--- src/rtl/mdrop_pkg.sv ---
package mdrop_pkg;
  localparam int DATA_W  = 8;
  localparam int FRAME_W = DATA_W + 1;

  typedef enum logic [2:0] {
    S_MARK, S_HUNT, S_START, S_BITS, S_STOP
  } rx_state_t;

  function automatic logic is_addr(input logic [FRAME_W-1:0] w);
    return w[FRAME_W-1];
  endfunction

  function automatic logic addr_match(input logic [FRAME_W-1:0] w,
                                      input logic [DATA_W-1:0]  node);
    return w[FRAME_W-1] && (w[DATA_W-1:0] == node);
  endfunction
endpackage

--- src/rtl/mdrop_sync.sv ---
module mdrop_sync (
  input  logic clk,
  input  logic rst_n,
  input  logic din,
  output logic dout
);
  logic [1:0] st;
  always_ff @(posedge clk or negedge rst_n) begin
    if (!rst_n) st <= 2'b11;
    else        st <= {st[0], din};
  end
  assign dout = st[1];
endmodule

--- src/rtl/mdrop_deser.sv ---
module mdrop_deser
  import mdrop_pkg::*;
#(
  parameter int OVS = 8
) (
  input  logic               clk,
  input  logic               rst_n,
  input  logic               tick,
  input  logic               rxd_s,
  output logic               frm_done,
  output logic [FRAME_W-1:0] frm_word,
  output logic               frm_stop_ok
);
  localparam int CW = (OVS > 2) ? $clog2(OVS) : 1;
  localparam int BW = $clog2(FRAME_W + 1);
  localparam logic [CW-1:0] LAST = CW'(OVS - 1);
  localparam logic [CW-1:0] MID  = CW'(OVS / 2 - 1);
  localparam logic [BW-1:0] LASTBIT = BW'(FRAME_W - 1);

  rx_state_t          state;
  logic [CW-1:0]      cnt;
  logic [BW-1:0]      nbit;
  logic [FRAME_W-1:0] shreg;

  always_ff @(posedge clk or negedge rst_n) begin
    if (!rst_n) begin
      state       <= S_MARK;
      cnt         <= '0;
      nbit        <= '0;
      shreg       <= '0;
      frm_done    <= 1'b0;
      frm_stop_ok <= 1'b0;
    end else begin
      frm_done <= 1'b0;
      if (tick) begin
        unique case (state)
          S_MARK: if (rxd_s) state <= S_HUNT;
          S_HUNT: if (!rxd_s) begin
            state <= S_START;
            cnt   <= '0;
          end
          S_START: begin
            if (cnt == MID) begin
              cnt  <= '0;
              nbit <= '0;
              state <= rxd_s ? S_HUNT : S_BITS;
            end else cnt <= cnt + 1'b1;
          end
          S_BITS: begin
            if (cnt == LAST) begin
              cnt   <= '0;
              shreg <= {rxd_s, shreg[FRAME_W-1:1]};
              if (nbit == LASTBIT) state <= S_STOP;
              else                 nbit  <= nbit + 1'b1;
            end else cnt <= cnt + 1'b1;
          end
          S_STOP: begin
            if (cnt == LAST) begin
              cnt         <= '0;
              frm_done    <= 1'b1;
              frm_stop_ok <= rxd_s;
              state       <= rxd_s ? S_HUNT : S_MARK;
            end else cnt <= cnt + 1'b1;
          end
          default: state <= S_MARK;
        endcase
      end
    end
  end

  assign frm_word = shreg;
endmodule

--- src/rtl/mdrop_filter.sv ---
module mdrop_filter
  import mdrop_pkg::*;
(
  input  logic               clk,
  input  logic               rst_n,
  input  logic               frm_done,
  input  logic [FRAME_W-1:0] frm_word,
  input  logic               frm_stop_ok,
  input  logic [DATA_W-1:0]  node_addr,
  output logic [DATA_W-1:0]  rx_data,
  output logic               rx_valid,
  output logic               selected,
  output logic               frame_err,
  output logic               addr_evt
);
  assign addr_evt = frm_done && frm_stop_ok && is_addr(frm_word);

  always_ff @(posedge clk or negedge rst_n) begin
    if (!rst_n) begin
      rx_data   <= '0;
      rx_valid  <= 1'b0;
      selected  <= 1'b0;
      frame_err <= 1'b0;
    end else begin
      rx_valid  <= 1'b0;
      frame_err <= 1'b0;
      if (frm_done) begin
        if (!frm_stop_ok) begin
          frame_err <= 1'b1;
        end else if (is_addr(frm_word)) begin
          selected <= addr_match(frm_word, node_addr);
        end else if (selected) begin
          rx_valid <= 1'b1;
          rx_data  <= frm_word[DATA_W-1:0];
        end
      end
    end
  end
endmodule

--- src/rtl/mdrop_rx.sv ---
module mdrop_rx
  import mdrop_pkg::*;
#(
  parameter int OVS = 8
) (
  input  logic              clk,
  input  logic              rst_n,
  input  logic              tick,
  input  logic              rxd,
  input  logic [DATA_W-1:0] node_addr,
  output logic [DATA_W-1:0] rx_data,
  output logic              rx_valid,
  output logic              selected,
  output logic              frame_err
);
  logic               rxd_s;
  logic               frm_done;
  logic [FRAME_W-1:0] frm_word;
  logic               frm_stop_ok;
  logic               addr_evt;

  mdrop_sync u_sync (
    .clk(clk), .rst_n(rst_n), .din(rxd), .dout(rxd_s)
  );

  mdrop_deser #(.OVS(OVS)) u_deser (
    .clk(clk), .rst_n(rst_n), .tick(tick), .rxd_s(rxd_s),
    .frm_done(frm_done), .frm_word(frm_word), .frm_stop_ok(frm_stop_ok)
  );

  mdrop_filter u_filter (
    .clk(clk), .rst_n(rst_n),
    .frm_done(frm_done), .frm_word(frm_word), .frm_stop_ok(frm_stop_ok),
    .node_addr(node_addr),
    .rx_data(rx_data), .rx_valid(rx_valid), .selected(selected),
    .frame_err(frame_err), .addr_evt(addr_evt)
  );
endmodule

--- config.mk ---
export PLATFORM = sky130hd
export DESIGN_NAME = mdrop_rx
export DESIGN_NICKNAME = d
export VERILOG_FILES = /design/src/rtl/mdrop_pkg.sv /design/src/rtl/mdrop_sync.sv /design/src/rtl/mdrop_deser.sv /design/src/rtl/mdrop_filter.sv /design/src/rtl/mdrop_rx.sv
export SDC_FILE = /design/constraint.sdc
export NUM_CORES = 1
export LEC_CHECK = 0
export BUFFER_PORTS_ARGS = -buffer_cell sky130_fd_sc_hd__buf_2
export CAP_MARGIN = 20
export CORE_MARGIN = 1.5
export CORE_UTILIZATION = 35
export DETAILED_ROUTE_END_ITERATION = 8
export HOLD_SLACK_MARGIN = 0.05
export PLACE_DENSITY = 0.55
export SLEW_MARGIN = 20
export SYNTH_ARGS = -nofsm -noshare
export SYNTH_HDL_FRONTEND = slang
export SYNTH_HIERARCHICAL = 1
export SYNTH_SLANG_ARGS = --single-unit
--- constraint.sdc ---
create_clock -name clk -period 1.7 [get_ports clk]
set_input_delay 0.17 -clock clk [delete_from_list [all_inputs] [get_ports clk]]
set_output_delay 0.17 -clock clk [all_outputs]
set_load 0.02 [all_outputs]
Yosys cells after proc, flatten, opt, wreduce, memory -nomap -nowiden
Cells that the tools add are included.
Widths: inputs -> output; s select.
{ "classes": {"bitwise_logic": 1, "addsub": 2, "reduce_logical": 12, "eq_ne": 15, "n_mux": 26} }
{ "op_table": {"columns": ["operator", "n"], "rows": [
  ["$mux 3", 9],
  ["$pmux 3 s5", 1],
  ["$mux 4", 3],
  ["$reduce_and 3->1", 4],
  ["$mux 1", 10],
  ["$eq 3x2->1 const B", 3],
  ["$pmux 3 s3", 1],
  ["$eq 8x8->1", 1],
  ["$ne 2x1->1 const B", 4],
  ["$pmux 4 s2", 1],
  ["$reduce_and 7->1", 1],
  ["$eq 3x3->1 const B", 2],
  ["$ne 2x2->1 const B", 3],
  ["$reduce_and 5->1", 1],
  ["$add 4x1->4 const B", 1],
  ["$eq 4x4->1 const B", 1],
  ["$reduce_and 4->1", 1],
  ["$add 3x1->3 const B", 1],
  ["$eq 3x1->1 const B", 1],
  ["$logic_not 3->1", 1],
  ["$reduce_bool 3->1", 1],
  ["$mux 2", 1],
  ["$reduce_bool 2->1", 1],
  ["$reduce_or 2->1", 1],
  ["other kinds (2)", 2]
]} }
{ "word_totals": {"elab_cells": 67, "output_inout_bits": 11, "in_bits": 12, "register_bits": 34} }

Depth between registers and ports, before layout
{ "logic_depth": {"depth_word": 4, "ltp_mapped": 7, "mapped_depth_nobuf": 7} }

Hierarchy
Netlist, hierarchy kept.
{ "by_module_without_submodules": {"columns": ["mod", "area_per_inst_um2", "seq_area_each_um2", "cells_per_inst", "n_inst"], "rows": [
  ["mdrop_deser", 1132.3, 525.5, 101, 1],
  ["mdrop_filter", 504.2, 275.3, 36, 1],
  ["mdrop_sync", 52.6, 52.6, 2, 1]
]} }

Worst setup path before layout
OpenSTA, ideal clock, no wires.
{ "synth_timing": {"path_kind": "register to register", "startpoint": "reg u_deser.nbit[0]", "endpoint": "reg u_deser.nbit[2]", "path_slack_ns": 0.070, "required_time_ns": 1.578, "setup_time_ns": 0.122, "t_arrival_ns": 1.508, "path_buffers": 0, "stages_incl_launch_ff": 8, "period_less_slack_ns": 1.630, "path_cell_list": "dfrtp_1 > inv_1 > ha_1 > and3b_1 > a2111oi_4 > o21ai_1 > nand2_1 > o21ai_1"} }
{ "synth_between": {"elab_chain_cells": 4, "elab_cells_between_ends": 7, "cone_classes": "1 x add/sub; 2 x eq/ne; 3 x mux; 1 x reduce/logical"} }
{ "synth_lines": {"columns": ["element", "line_no", "source"], "rows": [
  ["from (decl)", "mdrop_deser.sv:22", "logic [BW-1:0] nbit;"],
  ["from (signal assigned)", "mdrop_deser.sv:54", "else nbit <= nbit + 1'b1;"],
  ["$add 4x1->4", "mdrop_deser.sv:54", null],
  ["$mux 4", "mdrop_deser.sv:53", "if (nbit == LASTBIT) state <= S_STOP;"],
  ["$mux 4", "mdrop_deser.sv:50", "if (cnt == LAST) begin"],
  ["$pmux 4 s2", "mdrop_deser.sv:36", "unique case (state)"]
]} }
Parallel ways exist; a longest one is shown, timed or not. The select of a mux whose other input is x is not followed.
A chain may end at the register's enable or synchronous reset.

Final worst setup path
{ "layout_timing": {"startpoint": "reg u_deser.nbit[0]", "endpoint": "reg u_deser.nbit[0]"} }
The elaborated chain is that of the path after synthesis.

==> results.toml <==
[sta]
finClkSkew_ns = 0.00531
setup_slack_ns = 0.0267
rsz0062_at_grt = "true"
hold_violations = 0
fmax_ghz = 0.598
post-route-min-period_ns = 1.67
finalCritPeriodShare_pct = 98.4
max_slew_margin_pct = 47.0
final_max_slew_viol_count = 0
worst_pin_slew_ns = 0.795
setup_viol = 0

[detailed_routing]
drtPass1Iterations = 4
remaining_drc_errors = 0
post_drt_wl_per_cell_um = 13.8
drtIter0Drc = 49
postRouteAntennaNets = 0
num_vias = 1161
via_per_inst = 4.96
wirelength_um = 3240

[global_routing]
track_usage_pct = 13.0
overflow = 0
grt_pass1_wl_um = 5180
antenna_found_initial = 0
grt_max_degree = 35
grt_pass1_vias = 1088

[critical_path]
cpMaxStageDelayCell = "dfrtp_1"
critPathLaunch = "u_deser/nbit[0]"
cp_max_fo = 8
crit_family = "flip-flops"
crit_path_end_kind = "register"
cp-start-kind = "register"
r2r_start = "u_deser/nbit[0]"
reg2regPathDepth = 7
r2r_slack_ns = 0.03
crit_chain = "inv_2 -> ha_4 -> and3b_2 -> a2111oi_4 -> buf_4 -> nand3_1 -> mux2i_1"
cp.buffers_inverters = 2
cp-endpoint = "u_deser/nbit[0]"
cp.depth = 7
path_class = "reg2reg"
r2r-end = "u_deser/nbit[0]"
arrival_ns = 1.87
cp.required_ns = 1.90
slowest_delay_ns = 0.38

[floorplan]
start_util_pct = 35.9
io_pins = 23
die_area_sq_mm = 0.00524
die_h_um = 72.4
die-width_um = 72.4
row_count = 25
core-area_sq_mm = 0.00469

[pwr]
p_per_area_mw_per_mm2 = 1060
ir_worst_vdd_v = 0.000409
leakagePower_nw = 1.05
finalPower_w = 0.00222

[placed_design]
dp_worst_setup_slack_ns = -0.0938
gp_congestion = 0.806
dp_hpwl_um = 2160
port_buffers = 22

[clock_network]
clk_path_buf_depth = 2
root_buffer = "clkbuf_8"
cts_tree = "done"
htreeDepth = 2
cts_sinks = 34
numCtsBuffers = 5
path_clk_slew_ns = 0.07
clkLatencyLatePin_ns = 0.28

[layout]
nets = 196
drive_gt1_share_pct = 46.1
fillers = 445
syn_to_final_growth_pct = 24.0
diodes = 0

[flow_run]
max-cap-violations = 0

[synthesis]
synth.yosys.warnings = 6
avgSynthCellArea_sq_um = 12.2
syn-num-nets = 155
synthCells = 138
syn-cell-area_sq_mm = 0.00169

[outcome]
status = "finished clean"

[hold_path]
hold_class = "in2reg"
sequential cells by signal, summed over array words and instances, names as in the netlist:
register             cells
u_deser/frm_word         9
u_filter/rx_data         8
u_deser/nbit             4
u_deser/cnt              3
u_deser/state            3
u_sync/st                2
u_deser/frm_done         1
u_deser/frm_stop_ok      1
u_filter/frame_err       1
u_filter/rx_valid        1
u_filter/selected        1
stage by stage:
step	std cells	utilization, %	hold WS [ns]	TNS, ns	area (sq um)
finish	234	44.5	0.211	0	2090
global placement	219	40.3	0.275	0	1890
CTS	231	42.9	0.210	0	2010
global route	234	44.5	0.248	-0.328	2090
floorplan	138	-	-0.126	0	1690
detailed placement	219	40.3	0.280	-0.307	1890
layout make-up:
type / count / area, sq um / area share (%)
Timing Repair Buffer: 38 / 239 / 11.4
Inverter: 7 / 26.3 / 1.26
Clock buffer: 6 / 72.6 / 3.47
Tap cell: 54 / 67.6 / 3.23
Sequential cell: 34 / 856 / 41.0
Clock inverter: 2 / 10.0 / 0.479
Multi-Input combinational cell: 93 / 818 / 39.2
worst reg2reg max path, cell delays in order, from the launching register on:
cell	delay, ns
dfrtp_1	0.38
inv_2	0.07
ha_4	0.15
and3b_2	0.22
a2111oi_4	0.34
buf_4	0.20
nand3_1	0.08
mux2i_1	0.16
where the power goes:
part	internal, W	switching, W
sequential	0.000870	0.0000802
clock	0.000284	0.000284
combinational	0.000344	0.000353
worst min path at each step:
| stage | start | depth (start not counted) | slack, ns | end |
|---|---|---|---|---|
| 6_report | node_addr[2] | 4 | 0.21 | u_filter/selected |
| 5_1_grt | node_addr[5] | 4 | 0.25 | u_filter/selected |
| 4_1_cts | node_addr[2] | 4 | 0.21 | u_filter/selected |
| 3_5_place_dp | rxd | 1 | 0.28 | u_sync/st[0] |
| 3_3_place_gp | rst_n | 1 | 0.28 | u_deser/state[2] |
| 2_1_floorplan | rst_n | 0 | -0.13 | u_deser/cnt[0] |
routing by layer:
layer  global-route usage, %  part of all wire, %  vias to the layer above
met2                    20.1                   49                       15
met3                    3.75                  2.5                        5
met1                    17.2                   47                      573
li1                        -                    -                      568
met5                       0                    0                        -
met4                    5.66                  1.5                        0
repair_timing:
item	CTS	global route
hold buffers	2	0
pin swaps	2	8
setup endpoints to repair	6	17
resized for setup	2	15
buffers inserted	2	3
endpoints found under the hold margin	33	0
placed cells by master, fill, tap and decap left out, types with 2 or more instances in the layout:
cell	n
a21oi_1	4
and3_1	2
buf_2	22
buf_4	13
clkbuf_8	5
clkinv_2	2
dfrtp_1	30
dfrtp_2	2
dfstp_2	2
dlygate4sd3_1	2
ha_1	3
inv_1	4
inv_2	3
mux2_2	19
mux2_4	2
nand2_1	8
nand2b_1	3
nand3_1	5
nand4_1	5
nor2_1	4
o21ai_0	4
o21ai_1	6
o31ai_1	3
xnor2_1	8
xor2_1	2
Power figures use the tool's default switching activity.
